$ cat config.mk
export PLATFORM = sky130hd
export DESIGN_NAME = periph_clk_gate_ctrl
export DESIGN_NICKNAME = d
export VERILOG_FILES = /design/src/rtl/pcg_pkg.sv /design/src/rtl/pcg_gate_fsm.sv /design/src/rtl/pcg_access_gate.sv /design/src/rtl/periph_clk_gate_ctrl.sv
export SDC_FILE = /design/constraint.sdc
export NUM_CORES = 1
export LEC_CHECK = 0
export ABC_CLOCK_PERIOD_IN_PS = 3000
export BUFFER_PORTS_ARGS = -buffer_cell sky130_fd_sc_hd__buf_2
export CAP_MARGIN = 25
export CORE_AREA = 2 2 74 76
export DETAILED_ROUTE_END_ITERATION = 6
export DIE_AREA = 0 0 76 78
export PLACE_DENSITY = 0.94
export SLEW_MARGIN = 20
export SYNTH_ARGS = -nofsm -noshare
export SYNTH_HDL_FRONTEND = slang
export SYNTH_SLANG_ARGS = --single-unit
$ cat constraint.sdc
create_clock -name clk -period 3 [get_ports clk]
set_clock_uncertainty 0.2 [all_clocks]
set_input_delay 0.15 -clock clk [delete_from_list [all_inputs] [get_ports clk]]
set_output_delay 0.15 -clock clk [all_outputs]
set_load 0.01 [all_outputs]
$ cat src/rtl/pcg_pkg.sv
package pcg_pkg;

    typedef enum logic [1:0] {
        PCG_RUN      = 2'd0,
        PCG_STOPPING = 2'd1,
        PCG_HALTED   = 2'd2,
        PCG_STARTING = 2'd3
    } pcg_state_e;

    function automatic int unsigned cnt_width(input int unsigned n);
        return (n > 1) ? $clog2(n) : 1;
    endfunction

endpackage

$ cat src/rtl/pcg_gate_fsm.sv
module pcg_gate_fsm
    import pcg_pkg::*;
#(
    parameter int unsigned TCY_CLKS = 2
) (
    input  logic clk,
    input  logic rst_n,
    input  logic dis_nxt_i,
    input  logic dis_q_i,
    output logic clk_en_o
);

    localparam int unsigned CNT_W = cnt_width(TCY_CLKS);
    localparam logic [CNT_W-1:0] CNT_LOAD = CNT_W'(TCY_CLKS - 1);
    localparam logic [CNT_W:0]   AGE_MAX  = {(CNT_W+1){1'b1}};

    pcg_state_e       state_q, state_d;
    logic [CNT_W-1:0] cnt_q, cnt_d;

    // state register
    always_ff @(posedge clk or negedge rst_n) begin
        if (!rst_n) begin
            state_q <= PCG_RUN;
            cnt_q   <= '0;
        end else begin
            state_q <= state_d;
            cnt_q   <= cnt_d;
        end
    end

    // next-state logic
    always_comb begin
        state_d = state_q;
        cnt_d   = cnt_q;
        unique case (state_q)
            PCG_RUN: begin
                if (dis_nxt_i) begin
                    state_d = PCG_STOPPING;
                    cnt_d   = CNT_LOAD;
                end
            end
            PCG_STOPPING: begin
                if (!dis_nxt_i) begin
                    state_d = PCG_RUN;
                end else if (cnt_q == '0) begin
                    state_d = PCG_HALTED;
                end else begin
                    cnt_d = cnt_q - 1'b1;
                end
            end
            PCG_HALTED: begin
                if (!dis_nxt_i) begin
                    state_d = PCG_STARTING;
                    cnt_d   = CNT_LOAD;
                end
            end
            PCG_STARTING: begin
                if (dis_nxt_i) begin
                    state_d = PCG_HALTED;
                end else if (cnt_q == '0) begin
                    state_d = PCG_RUN;
                end else begin
                    cnt_d = cnt_q - 1'b1;
                end
            end
            default: state_d = PCG_RUN;
        endcase
    end

    // output logic
    always_comb begin
        unique case (state_q)
            PCG_RUN, PCG_STOPPING:    clk_en_o = 1'b1;
            PCG_HALTED, PCG_STARTING: clk_en_o = 1'b0;
            default:                  clk_en_o = 1'b0;
        endcase
    end

    // checker: cycles spent with the bit disagreeing with the enable
    logic [CNT_W:0] age_q;
    always_ff @(posedge clk or negedge rst_n) begin
        if (!rst_n) begin
            age_q <= '0;
        end else if (dis_q_i == !clk_en_o) begin
            age_q <= '0;
        end else if (age_q != AGE_MAX) begin
            age_q <= age_q + 1'b1;
        end
    end


    off_delay_chk: assert property (@(posedge clk) disable iff (!rst_n)
        $fell(clk_en_o) |-> ($past(age_q) == (CNT_W+1)'(TCY_CLKS - 1)) && dis_q_i);


    on_delay_chk: assert property (@(posedge clk) disable iff (!rst_n)
        $rose(clk_en_o) |-> ($past(age_q) == (CNT_W+1)'(TCY_CLKS - 1)) && !dis_q_i);


    steady_hold_chk: assert property (@(posedge clk) disable iff (!rst_n)
        (dis_q_i == !clk_en_o) |=> $stable(clk_en_o));

endmodule

$ cat src/rtl/pcg_access_gate.sv
module pcg_access_gate #(
    parameter int unsigned NUM_MOD = 8,
    parameter int unsigned DATA_W  = 16
) (
    input  logic                      clk,
    input  logic                      rst_n,
    input  logic [NUM_MOD-1:0]        mod_en_i,
    input  logic [NUM_MOD-1:0]        bus_sel_i,
    input  logic                      bus_wr_i,
    input  logic                      bus_rd_i,
    input  logic [NUM_MOD*DATA_W-1:0] mod_rd_data_i,
    output logic [NUM_MOD-1:0]        mod_wr_stb_o,
    output logic [DATA_W-1:0]         rd_data_o,
    output logic                      rd_invalid_o
);

    logic [NUM_MOD-1:0] sel_live;
    logic [NUM_MOD-1:0] sel_dead;

    assign sel_live     = bus_sel_i & mod_en_i;
    assign sel_dead     = bus_sel_i & ~mod_en_i;
    assign mod_wr_stb_o = bus_wr_i ? sel_live : '0;
    assign rd_invalid_o = bus_rd_i && (sel_dead != '0);

    always_comb begin
        rd_data_o = '0;
        for (int i = 0; i < int'(NUM_MOD); i++) begin
            if (bus_rd_i && sel_live[i]) begin
                rd_data_o = rd_data_o | mod_rd_data_i[i*DATA_W +: DATA_W];
            end
        end
    end

    // bus contract: one module at a time
    sel_onehot_chk: assert property (@(posedge clk) disable iff (!rst_n)
        $onehot0(bus_sel_i));


    rd_zero_chk: assert property (@(posedge clk) disable iff (!rst_n)
        rd_invalid_o |-> (rd_data_o == '0));

endmodule

$ cat src/rtl/periph_clk_gate_ctrl.sv
module periph_clk_gate_ctrl #(
    parameter int unsigned          NUM_MOD      = 8,
    parameter int unsigned          DATA_W       = 16,
    parameter int unsigned          TCY_CLKS     = 2,
    parameter logic [NUM_MOD-1:0]   PRESENT_MASK = 8'b1011_1111
) (
    input  logic                      clk,
    input  logic                      rst_n,
    input  logic                      dis_wr_en,
    input  logic [NUM_MOD-1:0]        dis_wr_data,
    output logic [NUM_MOD-1:0]        dis_rd_data,
    input  logic [NUM_MOD-1:0]        bus_sel,
    input  logic                      bus_wr,
    input  logic                      bus_rd,
    input  logic [NUM_MOD*DATA_W-1:0] mod_rd_data,
    output logic [NUM_MOD-1:0]        mod_clk_en,
    output logic [NUM_MOD-1:0]        mod_wr_stb,
    output logic [DATA_W-1:0]         rd_data,
    output logic                      rd_invalid
);

    logic [NUM_MOD-1:0] dis_q;
    logic [NUM_MOD-1:0] dis_nxt;

    for (genvar i = 0; i < int'(NUM_MOD); i++) begin : g_mod
        if (PRESENT_MASK[i]) begin : g_present
            assign dis_nxt[i] = dis_wr_en ? dis_wr_data[i] : dis_q[i];

            always_ff @(posedge clk or negedge rst_n) begin
                if (!rst_n) dis_q[i] <= 1'b0;
                else        dis_q[i] <= dis_nxt[i];
            end

            pcg_gate_fsm #(
                .TCY_CLKS (TCY_CLKS)
            ) u_fsm (
                .clk       (clk),
                .rst_n     (rst_n),
                .dis_nxt_i (dis_nxt[i]),
                .dis_q_i   (dis_q[i]),
                .clk_en_o  (mod_clk_en[i])
            );
        end else begin : g_absent
            assign dis_nxt[i]    = 1'b1;
            assign dis_q[i]      = 1'b1;
            assign mod_clk_en[i] = 1'b0;
        end
    end

    assign dis_rd_data = dis_q;

    pcg_access_gate #(
        .NUM_MOD (NUM_MOD),
        .DATA_W  (DATA_W)
    ) u_access (
        .clk           (clk),
        .rst_n         (rst_n),
        .mod_en_i      (mod_clk_en),
        .bus_sel_i     (bus_sel),
        .bus_wr_i      (bus_wr),
        .bus_rd_i      (bus_rd),
        .mod_rd_data_i (mod_rd_data),
        .mod_wr_stb_o  (mod_wr_stb),
        .rd_data_o     (rd_data),
        .rd_invalid_o  (rd_invalid)
    );


    wr_gate_chk: assert property (@(posedge clk) disable iff (!rst_n)
        (mod_wr_stb & ~mod_clk_en) == '0);


    absent_off_chk: assert property (@(posedge clk) disable iff (!rst_n)
        (mod_clk_en & ~PRESENT_MASK) == '0 && (dis_rd_data & ~PRESENT_MASK) == ~PRESENT_MASK);

endmodule

==> impl_metrics.env, run 1 <==
export IMPL_max_freq_ghz=0.432
export IMPL_synthDistinctLibCells=19
export IMPL_cts_tree="yes"
export IMPL_worstPathArrival_ps=1960
export IMPL_synth_top_area_share=0.356
export IMPL_synth_top_area_cell="dfrtp_1"
export IMPL_ys_warn_count=0
export IMPL_hpwl_um=5300
export IMPL_drv_cap=0
export IMPL_r2r_slack_ps=1590
export IMPL_hold_viol_final=0
export IMPL_worst_pin_slew_ps=779
export IMPL_grt_overflow_total=0
export IMPL_cts_hold_buf=8
export IMPL_clkTransAtPathRegs_ps=90
export IMPL_final_cells=428
export IMPL_fin_crit_ps=2310
export IMPL_drt_pass1_iterations=7
export IMPL_critPathRequiredTime_ps=2650
export IMPL_drc_errors=0
export IMPL_routed_via_count=2401
export IMPL_cts_sinks=28
export IMPL_start_kind="flop"
export IMPL_drt_iter0_markers=192
export IMPL_grt_max_degree=29
export IMPL_drive_above_1_share=0.480
export IMPL_insertedDiodeCount=0
export IMPL_start_util=0.391
export IMPL_max_stage_delay_ps=740
export IMPL_crit_chain="and3b_1 -> a222oi_1 -> nand3_1 -> buf_2"
export IMPL_slew_headroom=0.480
export IMPL_maxSlewViolCount=0
export IMPL_irDropWorstVdd_mv=0.433
export IMPL_synth_area_leaders="dfrtp_1 36%, a22oi_1 13%, buf_4 8.8%"
export IMPL_synth_cells=209
export IMPL_wl_per_cell_um=17.0
export IMPL_place_gp_congestion=0.778
export IMPL_cp_max_fo=16
export IMPL_clockBufferDepth=2
export IMPL_final_area_um2=2790
export IMPL_area_growth_syn_to_layout_pct=41.4
export IMPL_tns_ps=0
export IMPL_crit_type="reg -> out"
export IMPL_cts_made_buffers=3
export IMPL_die_y_um=78
export IMPL_leakage_nw=1.58
export IMPL_status="finished, final reports clean"
export IMPL_detail_route_antenna_nets=0
export IMPL_endpoint_kind="output pin"
export IMPL_antenna_found_initial=0
export IMPL_wirelength_um=7260
export IMPL_pwr_density_cell_nw_per_um2=636
export IMPL_fin_util=0.553
export IMPL_cts_root_buf="clkbuf_8"
export IMPL_slowest_stage="and3b_1"
export IMPL_clk_latency_ps=270
export IMPL_cts_resized=0
export IMPL_port_buffers=169
export IMPL_dp_cells=417
export IMPL_dieArea_um2=5930
export IMPL_track_usage=0.240
export IMPL_avgSynthCellArea_um2=9.43
export IMPL_vias_per_cell=5.61
export IMPL_hold_class="in -> reg"
export IMPL_grt_pass1_vias=2387
export IMPL_synth_seq_area_share=0.356
export IMPL_die_x_um=76
export IMPL_ios=190
export IMPL_rsz0062_at_grt="false"
export IMPL_setup_viol=0
export IMPL_place_area_um2=2670
export IMPL_finalPower_mw=1.77
export IMPL_htree_levels=1
export IMPL_grt_pass1_wl_um=11600
export IMPL_finalNetCount=509
export IMPL_period_share=0.771
export IMPL_synth_seq_cells=28
export IMPL_core_area_um2=5040
export IMPL_post_cts_buffers=0
export IMPL_rows=26
export IMPL_netlist_area_um2=1970
[final timing paths]
check / startpoint / end / cells past startpoint
max in group asynchronous: rst_n / dis_rd_data[3] / 2
setup reg to reg: dis_rd_data[7] / g_mod[7].g_present.u_fsm.cnt_q / 3
min in group asynchronous: rst_n / dis_rd_data[0] / 2
hold / removal: dis_wr_en / dis_rd_data[2] / 3
setup / recovery: flop / rd_data[5] / 4
hold reg to reg: g_mod[2].g_present.u_fsm.state_q[0] / g_mod[2].g_present.u_fsm.state_q[0] / 1
[per-stage QoR]
| step | hold slack [ps] | worst slack [ps] |
|---|---|---|
| after floorplan | -346 | 1400 |
| after global placement | -11.6 | 1010 |
| after detailed placement | -5.42 | 1000 |
| after CTS | 166 | 704 |
| after global routing | 191 | 575 |
| final | 163 | 686 |
[cell usage after synthesis]
library cell / n
a21oi_1: 15
clkbuf_1: 3
and3_1: 7
buf_2: 2
a221oi_1: 1
a22oi_1: 33
mux2i_1: 14
a31oi_1: 8
nand3_1: 16
a222oi_1: 16
inv_1: 22
dfrtp_1: 28
a22o_1: 1
buf_4: 23
buf_6: 3
xnor2_1: 7
and3b_1: 7
buf_8: 1
conb_1: 2
[power breakdown]
group / internal [mW] / leakage (nW) / switching, mW
Combinational: 0.414 / 1.24 / 0.514
Clock: 0.0901 / 0.0216 / 0.109
Sequential: 0.529 / 0.320 / 0.114
[critical path: cells and delay by family, from the launching register on]
kind,cells,cell delay [ps]
DFF,1,410
buffers and inverters,1,130
and+or+nand+nor,2,860
AOI/OAI and AO/OA,1,290
[layer usage]
layer / up-vias / part of all wire / wire, µm / GRT usage
li1: 1080 / - / - / -
met1: 1117 / 0.37 / 2720 / 0.287
met2: 181 / 0.50 / 3660 / 0.444
met3: 23 / 0.098 / 712 / 0.0337
met4: 0 / 0.023 / 167 / 0.0800
met5: - / 0 / 0 / 0
[layout by cell type (no fill, tap or decap), drive strengths merged, types with 3 or more instances in the layout]
master       instances
nand3               16
a31oi                8
dfrtp               28
inv                 22
dlygate4sd3          8
a22oi               33
a222oi              16
and3                 7
and3b                7
clkbuf               3
buf                169
xnor2                7
a21oi               15
mux2i               14
conb                 3
[cell families after synthesis]
logic type	synth area share
muxes	0.0711
other	0.00381
and+or+nand+nor	0.0940
buffers and inverters	0.165
xor gates and xnor gates	0.0311
AOI/OAI and AO/OA	0.279
DFF	0.356
[final cells by class]
cell class | instances | area, µm²
Tap cell | 70 | 87.6
Sequential cell | 28 | 701
Fill cell | 433 | 2260
Clock buffer | 3 | 41.3
Timing Repair Buffer | 177 | 926
Multi-Input combinational cell | 128 | 948
Inverter | 22 | 82.6
No activity file was read; power rests on OpenSTA's default activity.
==> run 2: changes to the inputs <==
- ABC_CLOCK_PERIOD_IN_PS: 3000 -> 2000
- CORE_AREA: 2 2 74 76 -> unset
- CORE_ASPECT_RATIO: unset -> 1.5
- CORE_UTILIZATION: unset -> 33
- DIE_AREA: 0 0 76 78 -> unset
- PLACE_DENSITY: 0.94 -> 0.86
- clock period: 3 -> 2 ns (I/O delays scaled with it)
==> run 2 against run 1 <==
Against the previous run:
- worst hold slack got worse by 45 ps
- cell area rose by 5.6%
- sequential cell count unchanged
- non-clock buffer count up 11
- critical path depth unchanged
- register-to-register slack worse by 1000 ps
- combinational power grew 65%
- worst setup slack got worse by 660 ps
- sequential power rose by 49%
- critical endpoint is now rd_data[3]
- largest power group unchanged
==> impl_metrics.env, run 2 (synthesis results as in run 1) <==
export IMPL_status="finished, final reports clean"
export IMPL_slowest_stage="a222oi_1"
export IMPL_cp_max_fo=9
export IMPL_critPathRequiredTime_ps=1700
export IMPL_tns_ps=0
export IMPL_track_usage=0.218
export IMPL_clkTransAtPathRegs_ps=80
export IMPL_fin_crit_ps=1970
export IMPL_core_area_um2=5790
export IMPL_worst_pin_slew_ps=604
export IMPL_drv_cap=0
export IMPL_grt_max_degree=29
export IMPL_drive_above_1_share=0.515
export IMPL_cts_made_buffers=3
export IMPL_start_util=0.341
export IMPL_cts_tree="yes"
export IMPL_hpwl_um=5720
export IMPL_clk_latency_ps=270
export IMPL_maxSlewViolCount=0
export IMPL_place_gp_congestion=0.833
export IMPL_cts_sinks=28
export IMPL_rsz0062_at_grt="true"
export IMPL_grt_pass1_wl_um=10500
export IMPL_endpoint_kind="output pin"
export IMPL_die_x_um=65.1
export IMPL_die_y_um=96.6
export IMPL_start_kind="flop"
export IMPL_irDropWorstVdd_mv=0.722
export IMPL_crit_type="reg -> out"
export IMPL_port_buffers=169
export IMPL_ios=190
export IMPL_drt_pass1_iterations=6
export IMPL_max_stage_delay_ps=480
export IMPL_dieArea_um2=6290
export IMPL_crit_buf_inv=1
export IMPL_setup_viol=0
export IMPL_crit_chain="and3b_4 -> a222oi_1 -> nand3_1 -> buf_6"
export IMPL_area_growth_syn_to_layout_pct=49.3
export IMPL_leakage_nw=1.63
export IMPL_routed_via_count=2439
export IMPL_layout_common_cells="168 x buf_2, 32 x a22oi_1, 28 x dfrtp_1"
export IMPL_htree_levels=1
export IMPL_rows=34
export IMPL_pwr_density_cell_nw_per_um2=945
export IMPL_layout_setup_ws_ps=29.1
export IMPL_antenna_found_initial=2
export IMPL_cts_root_buf="clkbuf_8"
export IMPL_crit_family="compound AO/OA/AOI/OAI gates"
export IMPL_drc_errors=0
export IMPL_detail_route_antenna_nets=0
export IMPL_finalNetCount=520
export IMPL_worstPathArrival_ps=1670
export IMPL_layout_commonest_cell="buf_2"
export IMPL_period_share=0.985
export IMPL_dp_slack_ps=81.2
export IMPL_grt_overflow_total=0
export IMPL_grt_pass1_vias=2316
export IMPL_wirelength_um=7390
export IMPL_hold_viol_final=0
export IMPL_vias_per_cell=5.52
export IMPL_slew_headroom=0.597
export IMPL_drt_iter0_markers=136
export IMPL_max_freq_ghz=0.507
export IMPL_clockBufferDepth=2
export IMPL_hold_class="in -> reg"
export IMPL_wl_per_cell_um=16.7
-- run 2: final timing paths --
path                                                           from                             endpoint  slack (ps)  cells after the start
min in group asynchronous                                     rst_n                       dis_rd_data[1]         170                      2
worst max-delay path                                           flop                           rd_data[3]          30                      4
max in group asynchronous                                     rst_n                            async pin        1030                      2
worst min register to register  g_mod[7].g_present.u_fsm.state_q[0]  g_mod[7].g_present.u_fsm.state_q[0]         310                      1
worst min-delay path                                      dis_wr_en                       dis_rd_data[3]         120                      3
worst max register to register                       dis_rd_data[5]       g_mod[5].g_present.u_fsm.cnt_q         570                      3
-- run 2: tightest hold or removal path: cells and delay by family --
family | cells | cell delay, ps
buffers and inverters | 2 | 260
multiplexers | 1 | 190
-- run 2: where the power goes --
part           internal [mW]  total (mW)  switching (mW)  leakage, nW
Sequential             0.794       0.959           0.165        0.320
Combinational          0.721        1.53           0.811         1.29
Clock                  0.135       0.292           0.157       0.0216
Total                   1.65        2.78            1.13         1.63
-- run 2: layout make-up --
| class | count | area, µm² |
|---|---|---|
| flip-flops and latches | 28 | 701 |
| clock buffers | 3 | 41.3 |
| multi-input cells | 128 | 973 |
| fillers | 540 | 2840 |
| diodes | 1 | 2.50 |
| repair buffers | 188 | 1050 |
| well taps | 72 | 90.1 |
| inverters | 22 | 82.6 |
-- run 2: metal layers --
layer	share of wire	vias up	wire length, µm	track usage
li1	-	1102	-	-
met1	0.33	1129	2460	0.206
met2	0.51	180	3740	0.399
met3	0.12	26	914	0.0767
met4	0.036	2	267	0.110
met5	0.0011	-	8	0
-- run 2: through the flow --
stage | instance area, µm² | std cells | hold slack, ps | power (mW) | utilization
2_1_floorplan | 1970 | 210 | -396 | 1.94 | -
3_3_place_gp | 2680 | 421 | -70.8 | 2.30 | 0.464
3_5_place_dp | 2680 | 421 | -60.7 | 2.36 | 0.464
4_1_cts | 2820 | 432 | 116 | 2.69 | 0.488
5_1_grt | 2940 | 442 | 122 | 2.98 | 0.509
6_report | 2940 | 442 | 118 | 2.78 | 0.509
-- run 2: timing repair --
item                       in CTS  in global routing
setup buffers                   0                  9
hold buffers                    8                  0
setup endpoints to repair      16                 11
pin swaps                       2                  7
hold endpoints to repair       35                  0
resized for setup              10                  4
==> run 3: changes to the inputs <==
- CORE_ASPECT_RATIO: 1.5 -> unset
==> run 3 against run 2 <==
Against the previous run:
- critical path depth increased by 1
- worst setup slack improved by 24 ps
- power is 1.4% lower
- global-route usage decreased by 1.3 points
- combinational power is essentially flat
- cell area fell by 1.0%
- clock power about the same
==> impl_metrics.env, run 3 (synthesis results as in run 1) <==
export IMPL_status="finished, final reports clean"
export IMPL_dp_slack_ps=111
export IMPL_start_kind="flop"
export IMPL_port_buffers=169
export IMPL_cts_tree="yes"
export IMPL_grt_max_degree=29
export IMPL_place_gp_congestion=0.782
export IMPL_hp_start="dis_wr_en"
export IMPL_routed_via_count=2328
export IMPL_drive_above_1_share=0.518
export IMPL_layout_commonest_cell="buf_2"
export IMPL_leakage_nw=1.63
export IMPL_drt_pass1_iterations=7
export IMPL_drc_errors=0
export IMPL_finalNetCount=522
export IMPL_layout_common_cells="169 x buf_2, 33 x a22oi_1, 28 x dfrtp_1"
export IMPL_grt_pass1_vias=2146
export IMPL_critPathRequiredTime_ps=1700
export IMPL_hold_viol_final=0
export IMPL_hpwl_um=5460
export IMPL_rows=27
export IMPL_nFillCells=547
export IMPL_grt_overflow_total=0
export IMPL_period_share=0.973
export IMPL_start_util=0.349
export IMPL_clkTransAtPathRegs_ps=90
export IMPL_antenna_found_initial=0
export IMPL_max_stage_delay_ps=380
export IMPL_insertedDiodeCount=0
export IMPL_clockBufferDepth=2
export IMPL_worstPathArrival_ps=1650
export IMPL_endpoint_kind="output pin"
export IMPL_vias_per_cell=5.26
export IMPL_layout_setup_ws_ps=53.1
export IMPL_clk_latency_ps=260
export IMPL_area_growth_syn_to_layout_pct=47.8
export IMPL_crit_chain="and3b_2 -> buf_6 -> a222oi_1 -> nand3_1 -> buf_2"
export IMPL_grt_pass1_wl_um=10000
export IMPL_setup_viol=0
export IMPL_r2r_end="g_mod[2].g_present.u_fsm.cnt_q"
export IMPL_cp_max_fo=3
export IMPL_slew_headroom=0.602
export IMPL_hold_depth=3
export IMPL_core_area_um2=5640
export IMPL_dp_cells=423
export IMPL_drt_iter0_markers=175
export IMPL_pwr_density_cell_nw_per_um2=942
export IMPL_wirelength_um=7010
export IMPL_die_x_um=79.3
export IMPL_crit_type="reg -> out"
export IMPL_detail_route_antenna_nets=0
export IMPL_maxSlewViolCount=0
export IMPL_worst_pin_slew_ps=597
export IMPL_wl_per_cell_um=15.8
export IMPL_worstReg2RegStart="dis_rd_data[2]"
export IMPL_drv_cap=0
export IMPL_rsz0062_at_grt="true"
export IMPL_r2r_slack_ps=630
export IMPL_die_y_um=79.3
export IMPL_cts_root_buf="clkbuf_8"
export IMPL_ios=190
export IMPL_irDropWorstVdd_mv=0.712
export IMPL_whs_endpoint="dis_rd_data[3]"
export IMPL_track_usage=0.205
export IMPL_fin_crit_ps=1950
export IMPL_hold_class="in -> reg"
export IMPL_dieArea_um2=6280
export IMPL_cts_sinks=28
export IMPL_slowest_stage="a222oi_1"
export IMPL_htree_levels=1
export IMPL_cts_made_buffers=3
export IMPL_finalPower_mw=2.74
export IMPL_final_cells=443
export IMPL_worstRegToRegCells=3
export IMPL_max_freq_ghz=0.514
run 3: how the worst max path moves through the flow:
stage | end | depth (start not counted)
after CTS | rd_data[3] | 4
after global placement | rd_data[3] | 4
after detailed placement | rd_data[3] | 4
final | rd_data[3] | 5
after global routing | rd_data[9] | 5
after floorplan | rd_data[13] | 5
run 3: cell type report:
| type | instances | area (µm²) | share of cell area |
|---|---|---|---|
| Clock buffer | 3 | 41.3 | 0.0142 |
| Sequential cell | 28 | 701 | 0.241 |
| Inverter | 22 | 82.6 | 0.0284 |
| Multi-Input combinational cell | 128 | 967 | 0.332 |
| Tap cell | 72 | 90.1 | 0.0309 |
| Timing Repair Buffer | 190 | 1030 | 0.354 |
run 3: power by group:
part | switching, mW | internal, mW
clock | 0.160 | 0.135
sequential | 0.148 | 0.794
combinational | 0.797 | 0.708
total | 1.11 | 1.64
run 3: worst max-delay path, delay by kind of cell (launching register included):
kind            cells  cell delay, ps
flops               1             360
simple gates        2             370
buf+inv             2             270
compound gates      1             380
run 3: routing by layer:
metal	track usage	wire [µm]	vias to the layer above
met1	0.234	2700	1097
met3	0.0287	547	6
met2	0.403	3710	116
li1	-	-	1109
met4	0.0364	53	0
met5	0	0	-
run 3: metrics by stage:
step	instance area (µm²)	util	setup TNS, ps	hold WS (ps)
2_1_floorplan	1970	-	0	-396
5_1_grt	2910	0.516	-69.8	127
6_report	2910	0.516	0	118
4_1_cts	2850	0.505	-27.4	120
3_5_place_dp	2700	0.478	0	-54.0
3_3_place_gp	2700	0.478	0	-61.3
run 3: what timing repair did:
item,4_1_cts,5_1_grt
pin swaps,3,4
setup endpoints to repair,16,10
buffers inserted,2,7
gates resized for setup,9,4
hold buffers,8,0
endpoints found under the hold margin,35,0
